===== src/rtl/iebyte_pkg.sv =====
package iebyte_pkg;
  localparam int REG_W  = 8;
  localparam int LVL_W  = 4;
  localparam int NLVL   = 1 << LVL_W;

  // bit positions inside the byte
  localparam int B_EN14 = 7;
  localparam int B_RSVD = 6;
  localparam int B_EN10 = 5;
  localparam int B_EN8  = 4;
  localparam int B_SW6  = 3;
  localparam int B_SW4  = 2;
  localparam int B_SW1  = 1;
  localparam int B_GLB  = 0;

  // levels each source drives
  localparam int L_MERR = NLVL - 1;
  localparam int L_TMR1 = 14;
  localparam int L_TMR0 = 10;
  localparam int L_DEV  = 8;
  localparam int L_SW6  = 6;
  localparam int L_SW4  = 4;
  localparam int L_SW1  = 1;

  localparam logic [REG_W-1:0] WR_MASK = ~(REG_W'(1) << B_RSVD);

  // index of the highest set bit, 0 when none
  function automatic logic [LVL_W-1:0] top_level(input logic [NLVL-1:0] act);
    logic [LVL_W-1:0] r;
    r = '0;
    for (int i = 1; i < NLVL; i++)
      if (act[i]) r = LVL_W'(i);
    return r;
  endfunction
endpackage


===== src/rtl/iebyte_store.sv =====
module iebyte_store
  import iebyte_pkg::*;
(
  input  logic             clk,
  input  logic             rst_n,
  input  logic             wr_fire,
  input  logic [REG_W-1:0] wr_data,
  input  logic             mem_err,
  output logic [REG_W-1:0] ctl_q,
  output logic             merr_q,
  output logic             clr_fire,
  output logic             set_fire
);
  // a write that takes the master enable low releases the flag
  assign clr_fire = wr_fire && !wr_data[B_GLB];
  // capture uses the enable held before the edge
  assign set_fire = mem_err && ctl_q[B_GLB];

  always_ff @(posedge clk or negedge rst_n) begin
    if (!rst_n) begin
      ctl_q  <= '0;
      merr_q <= 1'b0;
    end else begin
      if (wr_fire) ctl_q <= wr_data & WR_MASK;
      if (clr_fire)      merr_q <= 1'b0;
      else if (set_fire) merr_q <= 1'b1;
    end
  end
endmodule


===== src/rtl/iebyte_prio.sv =====
module iebyte_prio
  import iebyte_pkg::*;
(
  input  logic [REG_W-1:0] ctl_q,
  input  logic             merr_q,
  input  logic             tmr0_irq,
  input  logic             tmr1_irq,
  input  logic             dev_irq,
  output logic [NLVL-1:0]  act,
  output logic [LVL_W-1:0] ipl
);
  logic glb;
  assign glb = ctl_q[B_GLB];

  always_comb begin
    act = '0;
    act[L_MERR] = merr_q;
    act[L_TMR1] = glb && ctl_q[B_EN14] && tmr1_irq;
    act[L_TMR0] = glb && ctl_q[B_EN10] && tmr0_irq;
    act[L_DEV]  = glb && ctl_q[B_EN8]  && dev_irq;
    act[L_SW6]  = glb && ctl_q[B_SW6];
    act[L_SW4]  = glb && ctl_q[B_SW4];
    act[L_SW1]  = glb && ctl_q[B_SW1];
  end

  assign ipl = top_level(act);
endmodule


===== src/rtl/irq_enable_byte.sv =====
module irq_enable_byte
  import iebyte_pkg::*;
(
  input  logic             clk,
  input  logic             rst_n,
  input  logic             sel,
  input  logic             wr_en,
  input  logic [REG_W-1:0] wr_data,
  output logic [REG_W-1:0] rd_data,
  input  logic             tmr0_irq,
  input  logic             tmr1_irq,
  input  logic             dev_irq,
  input  logic             mem_err,
  output logic [LVL_W-1:0] ipl
);
  logic             wr_fire;
  logic [REG_W-1:0] ctl_q;
  logic             merr_q;
  logic             clr_fire;
  logic             set_fire;
  logic [NLVL-1:0]  act;

  assign wr_fire = sel && wr_en;
  assign rd_data = sel ? ctl_q : '0;

  iebyte_store u_store (
    .clk      (clk),
    .rst_n    (rst_n),
    .wr_fire  (wr_fire),
    .wr_data  (wr_data),
    .mem_err  (mem_err),
    .ctl_q    (ctl_q),
    .merr_q   (merr_q),
    .clr_fire (clr_fire),
    .set_fire (set_fire)
  );

  iebyte_prio u_prio (
    .ctl_q    (ctl_q),
    .merr_q   (merr_q),
    .tmr0_irq (tmr0_irq),
    .tmr1_irq (tmr1_irq),
    .dev_irq  (dev_irq),
    .act      (act),
    .ipl      (ipl)
  );
endmodule


===== config.mk =====
export PLATFORM = sky130hd
export DESIGN_NAME = irq_enable_byte
export DESIGN_NICKNAME = d
export VERILOG_FILES = /design/src/rtl/iebyte_pkg.sv /design/src/rtl/iebyte_store.sv /design/src/rtl/iebyte_prio.sv /design/src/rtl/irq_enable_byte.sv
export SDC_FILE = /design/constraint.sdc
export NUM_CORES = 1
export LEC_CHECK = 0
export BUFFER_PORTS_ARGS = -buffer_cell sky130_fd_sc_hd__clkbuf_2
export CAP_MARGIN = 20
export CORE_UTILIZATION = 42
export CTS_BUF_LIST = sky130_fd_sc_hd__clkbuf_4 sky130_fd_sc_hd__clkbuf_8
export CTS_CLUSTER_SIZE = 12
export DETAILED_ROUTE_END_ITERATION = 7
export GPL_TIMING_DRIVEN = 0
export PLACE_DENSITY = 0.76
export SETUP_SLACK_MARGIN = 0.1
export SYNTH_ARGS = -nofsm -noshare
export SYNTH_HDL_FRONTEND = slang
export SYNTH_HIERARCHICAL = 1
export SYNTH_SLANG_ARGS = --single-unit

===== constraint.sdc =====
create_clock -name clk -period 1.1 [get_ports clk]
set_input_delay 0.165 -clock clk [delete_from_list [all_inputs] [get_ports clk]]
set_output_delay 0.165 -clock clk [all_outputs]
set_load 0.02 [all_outputs]

## Word level (Yosys, flattened, before mapping)

Cells that the tools add are included.

- Register bits after elaboration: 8
- Bits of input ports: 16
- Output and inout port bits: 12
- Logic and storage cells: 26

- Multiplexer cells: 10
- Reductions and logical operators: 14

Operator list:

| kind | number |
|---|---|
| $mux 4 | 5 |
| $logic_and 1x1->1 | 12 |
| $mux 8 | 1 |
| $mux 1 | 3 |
| $mux 3 | 1 |
| $reduce_bool 2->1 | 1 |
| $logic_not 1->1 | 1 |

## Longest topological paths before layout

Gate-level depths: netlist of run 1.

- Depth after elaboration: 8
- Depth in mapped cells: 4

## Modules after synthesis

The synthesis of run 1 kept the hierarchy.

By module, submodules not included:

| module | times used | cells each | area an instance (µm²) | sequential area each (µm²) |
|---|---|---|---|---|
| iebyte_store | 1 | 22 | 352.8 | 200.2 |
| iebyte_prio | 1 | 29 | 195.2 | 0.0 |
| irq_enable_byte | 1 | 9 | 56.3 | 0.0 |

## Worst setup path after synthesis of run 1

OpenSTA, ideal clock, no wires.

- Path kind: register -> output
- Start: register u_store.ctl_q[4]
- End: output port ipl[1]
- Arrival: 1.028 ns
- Data required time: 0.935 ns
- Slack: -0.093 ns
- Stages on the path, launching flop included: 4
- Path buffers: 0
- Path through: dfrtp_1 > nand2_1 > a21boi_0 > o21ai_0

- Word-level cells in the longest chain between the ends: 6

Ends and longest elaborated chain:

| item | line | RTL |
|---|---|---|
| start, declared | iebyte_store.sv:9 | `output logic [REG_W-1:0] ctl_q,` |
| start signal, assigned | iebyte_store.sv:24 | `if (wr_fire) ctl_q <= wr_data & WR_MASK;` |
| $logic_and 1x1->1 (2 in a row) | iebyte_prio.sv:20 | `act[L_DEV] = glb && ctl_q[B_EN8] && dev_irq;` |
| $mux 4 (4 in a row) | iebyte_pkg.sv:32 | `if (act[i]) r = LVL_W'(i);` |
| end, declared | irq_enable_byte.sv:14 | `output logic [LVL_W-1:0] ipl` |

Every way passes these cells.

## Worst setup path in the final report of run 1

- Start: register u_store.ctl_q[0]
- End: output port ipl[0]

- Elaborated cells between the ends (all ways): 16
- Classes of those cells: mux (7); reduce/logical (9)

RTL lines:

| item | line | RTL |
|---|---|---|
| $logic_and 1x1->1 (2 in a row) | iebyte_prio.sv:18 | `act[L_TMR1] = glb && ctl_q[B_EN14] && tmr1_irq;` |
| net act[14] | irq_enable_byte.sv:21 | `logic [NLVL-1:0] act;` |
| $mux 4 (2 in a row) | iebyte_pkg.sv:32 |  |

The timed path passes the listed nets, and every way through them passes these cells.

==> results of run 1 <==
-- area by class of cell --
type	instances	area, um^2	share of cell area [%]
flip-flops and latches	8	204	26.4
well taps	14	17.5	2.27
plain buffers	2	18.8	2.43
inverters	1	3.75	0.485
multi-input cells	33	300	38.8
clock buffers	3	22.5	2.91
repair buffers	30	206	26.7
-- repair_timing --
item | 4_1_cts | 5_1_grt
cloned | 0 | 0
endpoints found under the setup margin | 11 | 11
hold buffers | 1 | 0
gates resized for setup | 6 | 22
setup buffers | 3 | 1
endpoints found under the hold margin | 8 | 0
-- state kept, by name (all words and copies together), names as in the netlist --
register / flops
u_store/ctl_q: 7
u_store/merr_q: 1
-- cell usage in the layout, fill, tap and decap left out --
cell type      count
and2_4             2
inv_1              1
dfrtp_2            3
a21boi_0           1
buf_8              1
clkbuf_2          14
buf_4              4
o21ai_1            1
and3_4             1
clkbuf_8           1
and2_1             8
nor2_1             1
mux2_4             7
a21oi_1            1
buf_6              5
and2b_4            1
clkbuf_4           3
conb_1             1
dfrtp_1            5
nor2_4             1
nand2_1            1
nand2_2            3
nor4b_4            1
a21o_1             2
o2111ai_1          1
dlygate4sd3_1      1
buf_2              6
-- worst max path at each step --
stage	to	slack [ns]	cells after the start
global placement	ipl[0]	-0.16	4
CTS	ipl[0]	-0.41	4
finish	ipl[0]	-0.43	4
global route	ipl[0]	-0.49	4
floorplan	ipl[0]	-0.06	3
detailed placement	ipl[0]	-0.19	4
-- through the flow --
stage | instances | utilization [%]
global placement | 83 | 58.8
detailed placement | 83 | 58.8
floorplan | 44 | -
CTS | 90 | 66.1
global route | 91 | 70.5
finish | 91 | 70.5
-- report_power, final --
part	switching, mW	internal [mW]	total (mW)
clock	0.0918	0.124	0.216
combinational	0.200	0.252	0.452
sequential	0.0578	0.343	0.401
-- worst register-to-register path: stages (launching register included) --
cell,delay (ns)
dfrtp_2,0.44
buf_6,0.13
mux2_4,0.25
-- layer usage --
| layer | global-route usage, % | vias up | wire length, um |
|---|---|---|---|
| li1 | - | 216 | - |
| met1 | 25.3 | 198 | 549 |
| met2 | 33.0 | 17 | 639 |
| met3 | 4.38 | 0 | 50 |
| met4 | 8.65 | 0 | 0 |
| met5 | 0 | - | 0 |
==> results.md, run 1 <==
STA:
- The setup TNS after final layout is -2.03 ns.
- Derived from the worst setup path, the maximum achievable clock frequency is 0.652 GHz.
- The portion of the clock cycle consumed by the worst path in the final layout is 139%.
- The count of final max-slew check failures was 0.
- The shortest clock period the worst path allows after layout is 1.53 ns.
- The final-report hold violation count came to 0.
- Setup repair after global routing could not meet its margin everywhere.
- The worst slack on hold paths is 0.149 ns.
- Setup violations remaining at the end of the flow were counted as 11.
- The slack of the critical path is -0.434 ns.
- Across the routed clock network, the largest skew measured is 0.0000570 ns.

Floorplan:
- The die outline area is 0.00132 mm^2.
- Once the floorplan was initialized, standard cells occupied 45.3% of the core.
- The number of I/O pins is 28.
- The die extent in y is 36.4 um.
- The core box area is 0.00110 mm^2.
- The row count is 12.
- The chip width is 36.4 um.

Setup path:
- The required time reported for the critical path endpoint is 0.94 ns.
- In this run the worst setup path begins at u_store/ctl_q[0].
- On the worst path, the slowest cell contributes a delay of 0.43 ns.
- The worst register-to-register path begins at u_store/ctl_q[2].
- The maximum fanout along the worst path is 5.
- The reg-to-reg endpoint is u_store/ctl_q[2].
- The slowest cell on the critical path is dfrtp_2.
- In this run the register-to-register setup slack is 0.15 ns.
- At the worst endpoint, the arrival time is 1.37 ns.
- The signal on the critical path passes through and3_4 -> nor4b_4 -> a21o_1 -> clkbuf_8.
- Measured in cells, the most critical reg-to-reg path has a length of 2.
- The kind of end point of the critical path is an output pin.
- STA classifies the critical path startpoint as a register.
- The top cell family by delay on the critical path is flip-flops.
- The number of buffers and inverters on the critical path is 1.
- The worst setup path is of the reg2out kind.

Place:
- The worst slack at placement is -0.189 ns.
- At the end of routability-driven placement, the weighted congestion stood at 0.690.
- After legalization and detailed placement, the total HPWL measured 734 um.
- The count of input and output buffers is 25.
- In this run the cell area measured after placement is 644 um^2.

CTS:
- The longest clock path from root to sink contains 2 buffers.
- For this design, the sink count on the clock tree is 8.
- Clock tree synthesis inserted a total of 3 buffers.
- The root buffer selected by CTS is clkbuf_4.
- Clock-pin slew was measured on the worst setup and hold paths at 0.05 ns.
- CTS built an H-tree with a depth of 1.
- TritonCTS built the clock tree.
- At the later pin of the worst-skew pair, clock insertion delay measures 0.24 ns.

Worst hold path:
- The worst hold path begins at wr_data[5].
- The path class of the tightest hold or removal check is in2reg.
- The hold-critical path depth is 2.
- For hold timing, the worst endpoint is u_store/ctl_q[5].

Pwr:
- Summing internal, switching and leakage power gives 1.07 mW.
- The power density over the cells is 1380 mW/mm^2.
- The leakage dissipation is 0.394 nW.
- The largest vdd supply drop is 0.741 mV.

Finish:
- The final layout net count is 95.
- Cells with a size suffix above 1 make up 68.8% of the layout.
- 0 antenna diodes ended up in the layout.
- From synthesis to final layout, the design area changed by 55.7%.
- With fillers left out, the area of the finished cells amounts to 773 um^2.
- The final-layout fill cell count is 81.

Drt:
- The first detailed-routing pass took 3 iterations.
- For this run, design rule violations remaining after detail routing come to 0.
- Once detail routing completed, the nets flagged for antenna violations numbered 0.
- The via total after detailed routing is 431.
- Using the TritonRoute via totals, the vias-per-cell ratio works out to 4.74.
- The average routed wire per standard cell is 13.6 um.
- The DRC marker count from the first detailed-route iteration is 6.
- Summed over all layers, the routed wires come to 1240 um.

Job:
- The reported max-cap violation count is 0.

Synthesis:
- The warning count from the yosys run is 6.
- The mean instance size in the synthesized netlist is 11.3 um^2.
- When the netlist entered floorplanning its net count stood at 60.
- Summing every instance area after synthesis gives 497 um^2.
- The post-synthesis instance total is 44.

Global routing:
- For this run the aggregate overflow at the end of global routing stands at 0.
- The first global-routing pass estimated 1860 um of wire.
- The number of global-route vias before repair is 438.
- Global routing consumed, over all layers together, 20.2% of the routing resources.
- Entering global routing, the biggest net connects 10 pins.
- The initial antenna violation count was 0.

Outcome:
- The checks that failed: setup timing.
- The run finished, with violations left.
Note: power is estimated with default switching activity, not from simulation.
==> run 2: changes to the inputs <==
--- a/config.mk
+++ b/config.mk
@@ -7,14 +7,14 @@
 export LEC_CHECK = 0
 export BUFFER_PORTS_ARGS = -buffer_cell sky130_fd_sc_hd__clkbuf_2
 export CAP_MARGIN = 20
-export CORE_UTILIZATION = 42
+export CORE_AREA = 2 2 39 41
 export CTS_BUF_LIST = sky130_fd_sc_hd__clkbuf_4 sky130_fd_sc_hd__clkbuf_8
 export CTS_CLUSTER_SIZE = 12
 export DETAILED_ROUTE_END_ITERATION = 7
+export DIE_AREA = 0 0 41 43
 export GPL_TIMING_DRIVEN = 0
-export PLACE_DENSITY = 0.76
+export PLACE_DENSITY = 0.67
 export SETUP_SLACK_MARGIN = 0.1
 export SYNTH_ARGS = -nofsm -noshare
 export SYNTH_HDL_FRONTEND = slang
-export SYNTH_HIERARCHICAL = 1
 export SYNTH_SLANG_ARGS = --single-unit
==> run 2 against run 1 <==
  * The run still ends with setup timing left
  * Maximum frequency grew 1.8%
  * Clock power grew 4%
  * Die area grew 33%
  * Clock skew grew 0.0018 ns
  * First-iteration DRC count is the same
  * Sequential share of layout area grew 0.14 points
  * Core utilization shrank 15 points
  * Register-to-register slack gained 0.08 ns
  * Sequential cell count is the same
  * Combinational power grew 2%
  * Worst setup slack gained 0.026 ns
==> results.md, run 2 <==
Setup path:
- The worst reg2reg path depth is 3 (+1).
- Traced cell by cell, the critical path runs through a22o_1 -> nor2_1 -> a41o_1 -> clkbuf_8.
- The worst setup path is captured at an output pin.
- The kind of start point of the critical path is a register.
- The critical path arrival came to 1.34 ns (-0.03 ns).
- The required time reported for the critical path endpoint came to 0.94 ns (about the same).
- The slowest cell on the critical path is dfrtp_1.
- The combined buffer and inverter count along the critical path came to 1 (unchanged).
- The startpoint identified for the worst register-to-register timing path is u_store.ctl_q[0].
- The type of the setup path with the least slack is reg2out.
- The top cell family by delay on the critical path is compound AO/OA/AOI/OAI gates.
- The reg-to-reg endpoint is u_store.merr_q.
- The maximum fanout along the worst path is 4 (-1).
- The largest stage delay on the critical path was 0.40 ns (-0.03 ns).
- The register-to-register setup slack is 0.23 ns (+0.08 ns).

Pwr:
- The portion of total power attributed to sequential cells is 36.6% (-0.9 points).
- The power density over the cells was 1410 mW/mm^2 (+1.9%).
- The switching share of power is 32.7% (about the same).
- The largest vdd supply drop came to 0.708 mV (-4.5%).
- The combinational cell fraction of total power was 42.7% (+0.4 points).
- The internal power came to 0.725 mW (+0.77%).
- The leakage dissipation is 0.370 nW (-6.0%).
- The part of the power in the clock network was 20.8% (+0.6 points).
- The net load switching power is 0.352 mW (+0.71%).

Place:
- The post-detailed-placement half-perimeter wirelength is 739 um (+0.59%).
- The cell area reported after detailed placement is 608 um^2 (-5.6%).
- The count of input and output buffers was 25 (unchanged).
- The global placer's final weighted congestion was 0.671 (-2.8%).
- The worst slack at placement came to -0.141 ns (+0.0474 ns).

Synthesis:
- In the synthesized netlist the dominant register cell turns out to be dfrtp_1.
- The post-synthesis instance total is 41 (-6.8%).
- Of all cell types, the one taking the most synthesized area is dfrtp_1.
- By area the synthesized netlist is led by dfrtp_1 46%, mux2_2 18%, and2_2 12%.
- The number of library cell types mapped by synthesis is 17.
- In this run, synthesis inferred 0 flip-flops with an integrated enable.
- The warning count from the yosys run was 0 (-6).
- The sequential element share of the synthesized area is 45.6%.
- After synthesis the netlist holds a flip-flop and latch count of 8.
- The mean instance size in the synthesized netlist is 10.7 um^2 (-5.1%).
- The synthesized netlist net count was 57 (-5.0%).
- After synthesis, the share of flip-flops with an asynchronous set or reset is 100%.
- In this run the biggest area consumer among cell types represents 45.6% of the synthesized area.
- The cell area after synthesis is 439 um^2 (-12%).
- Counting instances in the post-synthesis netlist gives the leading cell types as 8 x dfrtp_1, 7 x and2_2, 7 x mux2_2.
- dfrtp_1 is the most common cell in the netlist.

Global routing:
- The global-route congestion overflow total was 0 (unchanged).
- The largest net degree at the start of global routing is 9 (-1).
- The number of global-route vias before repair was 429 (-2.1%).
- The first-pass GRT wire length is 1660 um (-11%).
- The initial antenna violation count is 0 (unchanged).
- The total track usage is 14.1% (-6.1 points).

Outcome:
- The checks that failed: setup timing.
- The run finished, with violations left.

Job:
- The reported max-cap violation count is 0 (unchanged).

CTS:
- The number of clock sinks is 8 (unchanged).
- The largest buffer count on any clock path came to 2 (unchanged).
- The clock latency at the later pin of the worst-skew pair is 0.26 ns (+0.02 ns).
- The cell sitting at the root of the clock tree is a clkbuf_4.
- The maximum level of the CTS H-tree is 1 (unchanged).
- TritonCTS built the clock tree.
- The clock input transition at the sequential cells of the worst setup and hold paths is 0.05 ns (about the same).
- The CTS buffer count was 3 (unchanged).

Floorplan:
- The chip width is 41 um (+13%).
- The row count is 14 (+2).
- The initial cell density of the core is 31.7% (-14 points).
- The die extent in y came to 43 um (+18%).
- The core box area is 0.00138 mm^2 (+26%).
- The die outline area came to 0.00176 mm^2 (+33%).
- The number of I/O pins is 28 (unchanged).

Drt:
- The final routed wirelength across all metal layers came to 993 um (-20%).
- The ratio of routed vias to standard cells is 4.71 (-0.60%).
- The average routed wire per standard cell was 11.2 um (-18%).
- The number of remaining DRC errors is 0 (unchanged).
- The DRC marker count from the first detailed-route iteration is 6 (unchanged).
- The via total after detailed routing is 419 (-2.8%).
- The detailed-router iteration count before antenna repair is 4 (+1).
- The count of nets left with antenna violations after detail routing is 0 (unchanged).

Finish:
- The antenna diode count came to 0 (unchanged).
- In the final layout, the registers with the most flip-flops are u_store.ctl_q x7, u_store.merr_q x1.
- Counting flops per register, the top entry is u_store.ctl_q.
- The final layout net count is 91 (-4.2%).
- In the layout the commonest cells are 14 x clkbuf_2, 7 x mux2_2, 6 x dfrtp_1.
- The ratio of cells with drive above 1 in the final layout came to 72.6% (+3.8 points).
- The area growth from synthesis to layout is 74.1%.
- The flip-flop count of the largest register, all copies and words added is 7 (unchanged).
- The library cell used most frequently in the layout, excluding fill and tap cells, is clkbuf_2.
- The post-route standard cell area excluding fillers is 764 um^2 (-1.1%).

STA:
- The peak clock frequency supported by timing is 0.663 GHz (+1.8%).
- The number of endpoints failing setup at the final stage is 10 (-1).
- The largest clock skew in the final design is 0.00190 ns (+0.00184 ns).
- Setup repair after global routing could not meet its margin everywhere.
- The slack of the critical path is -0.408 ns (+0.0265 ns).
- The portion of the clock cycle consumed by the worst path in the final layout is 137% (-2.4 points).
- The count of final max-slew check failures is 0 (unchanged).
- The shortest clock period the worst path allows after layout came to 1.51 ns (-0.0265 ns).
- The final-report hold violation count is 0 (unchanged).

Worst hold path:
- The worst min-delay path endpoint is u_store.ctl_q[4].
- The worst min-delay path class is in2reg.
- The hold path startpoint is wr_data[4].
- The hold-critical path depth came to 2 (unchanged).
run 2: changes by cell type in the layout (fill, tap and decap cells not counted), sizes merged, moves of 2 or more:
| cell | change |
|---|---|
| and2 | -3 |
| clkbuf | +3 |
| buf | -5 |
| a21o | -2 |
| nor2 | +2 |
run 2: worst max-delay path by stage:
| stage | start | to | slack [ns] | cells after the start |
|---|---|---|---|---|
| 3_5_place_dp | u_store.ctl_q[4] | ipl[0] | -0.14 | 4 |
| 3_3_place_gp | u_store.ctl_q[4] | ipl[0] | -0.13 | 4 |
| 2_1_floorplan | u_store.ctl_q[4] | ipl[0] | -0.04 | 3 |
| 6_report | u_store.ctl_q[5] | ipl[0] | -0.41 | 4 |
| 5_1_grt | u_store.ctl_q[5] | ipl[0] | -0.48 | 4 |
| 4_1_cts | u_store.ctl_q[4] | ipl[0] | -0.40 | 4 |
run 2: layout make-up:
class                      instances  area [um^2]
fill                             125          619
multi-input combinational         31          270
timing repair buffer              29          238
sequential                         8          203
clock buffer                       3         22.5
tap                               16         20.0
buffer                             1         7.51
inverter                           1         3.75
run 2: repair_timing:
action,in CTS,in global routing
endpoints found under the hold margin,8,0
gates resized for setup,17,17
endpoints found under the setup margin,11,11
pin swaps,1,7
buffers inserted,1,2
hold buffers,1,0
run 2: power by group through the flow:
stage	clock, mW	sequential [mW]	combinational (mW)
2_1_floorplan	0	0.378	0.231
3_3_place_gp	0	0.387	0.327
3_5_place_dp	0	0.391	0.331
4_1_cts	0.231	0.393	0.413
5_1_grt	0.240	0.401	0.500
6_report	0.224	0.394	0.459
run 2: cells by family after synthesis:
family,share of synthesized area [%]
AO/OA/AOI/OAI,11.4
buffers and inverters,2.56
flip-flops,45.6
multiplexers,17.9
other,0.854
AND/OR/NAND/NOR,21.6
run 2: metrics by stage:
stage / utilization, % / hold WS [ns] / power, mW / std cells / TNS, ns
5_1_grt: 55.2 / 0.139 / 1.14 / 89 / -2.14
3_3_place_gp: 43.9 / 0.0204 / 0.715 / 82 / -0.249
4_1_cts: 52.0 / 0.133 / 1.04 / 87 / -1.78
3_5_place_dp: 43.9 / 0.0197 / 0.722 / 82 / -0.308
2_1_floorplan: - / -0.131 / 0.609 / 41 / -0.0568
6_report: 55.2 / 0.135 / 1.08 / 89 / -1.69
run 2: layer usage:
metal | track usage (%) | routed length (um)
met1 | 13.1 | 352
met5 | 0 | 0
met3 | 1.57 | 63
met4 | 8.00 | 20
met2 | 26.6 | 558
==> run 3: changes to the inputs <==
--- a/config.mk
+++ b/config.mk
@@ -5,15 +5,15 @@
 export SDC_FILE = /design/constraint.sdc
 export NUM_CORES = 1
 export LEC_CHECK = 0
+export ABC_AREA = 1
 export BUFFER_PORTS_ARGS = -buffer_cell sky130_fd_sc_hd__clkbuf_2
 export CAP_MARGIN = 20
-export CORE_AREA = 2 2 39 41
+export CORE_UTILIZATION = 40
 export CTS_BUF_LIST = sky130_fd_sc_hd__clkbuf_4 sky130_fd_sc_hd__clkbuf_8
 export CTS_CLUSTER_SIZE = 12
 export DETAILED_ROUTE_END_ITERATION = 7
-export DIE_AREA = 0 0 41 43
 export GPL_TIMING_DRIVEN = 0
-export PLACE_DENSITY = 0.67
+export PLACE_DENSITY = 0.76
 export SETUP_SLACK_MARGIN = 0.1
 export SYNTH_ARGS = -nofsm -noshare
 export SYNTH_HDL_FRONTEND = slang
==> run 3 against run 2 <==
  * The flow still finishes with violations (setup timing)
  * Global-route usage up 5.7 points
  * Area after synthesis up 19%
  * Non-clock buffer count up 5
  * Clock power down 5%
  * Combinational power up 9.2%
  * Maximum frequency up 6.5%
  * Die area down 18%
  * Largest power group unchanged
  * Register-to-register slack worse by 0.09 ns
==> results.md, run 3 <==
Finish:
- The final-layout fill cell count is 87 (-30%).
- The largest registers in the layout are u_store.ctl_q x7, u_store.merr_q x1.
- In the layout the commonest cells are 24 x nand2_1, 13 x clkbuf_2, 9 x inv_2, 8 x nand3_1, 8 x dfrtp_1.
- The post-route standard cell area excluding fillers is 868 um^2 (+14%).
- The final layout net count is 127 (+40%).
- The antenna diode count is 0 (unchanged).
- The ratio of cells with drive above 1 in the final layout is 54.1% (-18 points).
- The library cell used most frequently in the layout, excluding fill and tap cells, is nand2_1.
- The register containing the most flip-flops in the final layout is u_store.ctl_q.
- The area growth from synthesis to layout is 66.4%.
- The flip-flop count of the largest register, all copies and words added is 7 (unchanged).
- The count of placed standard cells in the final layout, fillers left out is 123 (+38%).

Synthesis:
- The post-synthesis instance total came to 75 (+83%).
- Ranked by instance count, the synthesized netlist is headed by 29 x nand2_1, 8 x dfrtp_1, 8 x nand3_1.
- The fraction of post-synthesis cell area in the top cell type by area is 38.4% (-7.2 points).
- The sequential element share of the synthesized area came to 38.4% (-7.2 points).
- The cell area after synthesis is 522 um^2 (+19%).
- The share of async-settable or async-resettable flops after synthesis is 100% (unchanged).
- The dominant cell type by area after synthesis is dfrtp_1.
- The mean instance size in the synthesized netlist is 6.96 um^2 (-35%).
- In the synthesized netlist the dominant register cell turns out to be dfrtp_1.
- The warning count from the yosys run is 0 (unchanged).
- The register bit count reported by yosys is 8 (unchanged).
- Ranked by total cell area, the synthesized netlist is headed by dfrtp_1 38%, nand2_1 21%, nand3_1 7.7%.
- The number of enable flip-flop cells after synthesis came to 0 (unchanged).
- The number of library cell types mapped by synthesis is 15 (-2).
- The synthesized netlist net count is 91 (+60%).
- The most numerous cell in the Yosys netlist is nand2_1.

Place:
- The cell area reported after detailed placement came to 664 um^2 (+9.3%).
- The global placer's final weighted congestion is 0.702 (+4.6%).
- The count of input and output buffers is 24 (-4.0%).
- The total instance count after detailed placement is 113 (+38%).

Setup path:
- The type of the setup path with the least slack is reg2out.
- The kind of start point of the critical path is a register.
- The critical path arrival is 1.25 ns (-0.09 ns).
- The kind of end point of the critical path is an output pin.
- The maximum fanout along the worst path is 7 (+3).
- The worst reg2reg path depth came to 6 (+3).
- The required time reported for the critical path endpoint is 0.94 ns (about the same).

Worst hold path:
- The min-delay analysis places its worst path in the category in2reg.
- The hold-critical path depth is 3 (+1).

Floorplan:
- The number of I/O pins is 28 (unchanged).
- The initial cell density of the core is 45.1% (+13 points).
- The core box area is 0.00116 mm^2 (-16%).
- The row count is 12 (-2).
- The chip width is 38.1 um (-7.0%).
- The die outline area came to 0.00145 mm^2 (-18%).
- The die extent in y is 38.1 um (-11%).

STA:
- Setup repair after global routing could not meet its margin everywhere.
- The worst slack on hold paths is 0.142 ns (+0.00726 ns).
- The slack of the critical path is -0.316 ns (+0.0920 ns).
- The final-report hold violation count is 0 (unchanged).
- The peak clock frequency supported by timing is 0.706 GHz (+6.5%).
- The number of endpoints failing setup at the final stage is 6 (-4).
- The shortest clock period the worst path allows after layout is 1.42 ns (-0.0920 ns).
- The largest clock skew in the final design is 0.000135 ns (-0.00176 ns).
- The count of final max-slew check failures came to 0 (unchanged).
- The portion of the clock cycle consumed by the worst path in the final layout is 129% (-8.4 points).

Drt:
- The average routed wire per standard cell is 11.3 um (+1.4%).
- The via total after detailed routing is 545 (+30%).
- The ratio of routed vias to standard cells was 4.43 (-5.9%).
- The count of nets left with antenna violations after detail routing is 0 (unchanged).
- The number of remaining DRC errors came to 0 (unchanged).
- The final routed wirelength across all metal layers came to 1390 um (+40%).
- The DRC marker count from the first detailed-route iteration was 5 (-1).
- The detailed-router iteration count before antenna repair is 3 (-1).

CTS:
- The CTS buffer count is 3 (unchanged).
- The clock tree from TritonCTS is done.
- The maximum level of the CTS H-tree was 1 (unchanged).
- The clock input transition at the sequential cells of the worst setup and hold paths is 0.05 ns (about the same).
- The root buffer selected by CTS is clkbuf_4.
- The largest buffer count on any clock path is 2 (unchanged).
- The number of clock sinks is 8 (unchanged).
- The clock latency at the later pin of the worst-skew pair is 0.24 ns (-0.02 ns).

Pwr:
- The power density over the cells is 1250 mW/mm^2 (-11%).
- The largest vdd supply drop is 0.692 mV (-2.2%).
- The total power after layout is 1.09 mW (+0.85%).
- The leakage dissipation is 0.511 nW (+38%).

Outcome:
- The checks that failed: setup timing.
- The run finished, with violations left.

Global routing:
- The global-route congestion overflow total was 0 (unchanged).
- The largest net degree at the start of global routing is 11 (+2).
- The first-pass GRT wire length is 1930 um (+17%).
- The initial antenna violation count is 0 (unchanged).
- The number of global-route vias before repair is 493 (+15%).
- The total track usage is 19.9% (+5.7 points).

Job:
- The reported max-cap violation count came to 0 (unchanged).
-- run 3: cell types whose count changed after synthesis, sizes merged, moves of 3 or more --
cell   delta
inv      +11
mux2      -7
buf       +3
nand2    +27
nand3    +10
o21ai     +3
and2      -7
-- run 3: kinds of logic after synthesis --
group / count (synthesis) / synth area share, %
simple gates: 45 / 38.8
other cells: 1 / 0.719
compound gates: 4 / 6.00
flops: 8 / 38.4
buf+inv: 17 / 16.1
-- run 3: worst max-delay path, cell delays in order (launching register included) --
cell	delay [ns]
dfrtp_1	0.37
buf_6	0.15
nand2_4	0.06
nor2_1	0.04
nor2_1	0.11
nand2_1	0.09
nand2_2	0.08
buf_8	0.11
-- run 3: final cells by class --
cell class	instances	area (um^2)	area share (%)
timing repair buffer	31	264	30.4
buffer	4	35.0	4.03
inverter	13	48.8	5.62
multi-input combinational	50	280	32.3
sequential	8	200	23.1
tap	14	17.5	2.02
clock buffer	3	22.5	2.59
-- run 3: path summary, 6_finish.rpt --
path	startpoint	slack [ns]	end
max	u_store.ctl_q[0]	-0.32	ipl[0]
min	wr_data[5]	0.14	u_store.ctl_q[5]
max reg2reg	u_store.ctl_q[0]	0.14	u_store.merr_q
min reg2reg	u_store.ctl_q[2]	0.55	u_store.ctl_q[2]
max in group asynchronous	rst_n	0.62	u_store.ctl_q[4]
min in group asynchronous	rst_n	0.31	u_store.ctl_q[0]
-- run 3: what timing repair did --
| action | 4_1_cts | 5_1_grt |
|---|---|---|
| setup buffers | 2 | 4 |
| gates resized for setup | 13 | 23 |
| pin swaps | 5 | 7 |
| hold buffers | 1 | 0 |
| endpoints found under the hold margin | 8 | 0 |
| endpoints found under the setup margin | 11 | 11 |
-- run 3: per-layer routing --
layer | share of wire (%) | GRT usage (%)
met5 | 0 | 0
met4 | 0.79 | 13.4
met3 | 5.0 | 1.74
met2 | 54 | 36.0
met1 | 40 | 21.5
-- run 3: through the flow --
| step | setup TNS (ns) | util, % | setup slack, ns |
|---|---|---|---|
| 3_3_place_gp | -0.0278 | 57.5 | -0.0278 |
| 5_1_grt | -1.75 | 75.1 | -0.381 |
| 2_1_floorplan | 0 | - | 0.104 |
| 3_5_place_dp | -0.0498 | 57.5 | -0.0498 |
| 4_1_cts | -1.18 | 67.6 | -0.287 |
| 6_report | -1.29 | 75.1 | -0.316 |
-- run 3: power breakdown --
| part | switching, mW | internal [mW] | total (mW) |
|---|---|---|---|
| registers | 0.0380 | 0.334 | 0.372 |
| clock network | 0.0887 | 0.124 | 0.213 |
| logic | 0.263 | 0.238 | 0.501 |
| total | 0.390 | 0.696 | 1.09 |
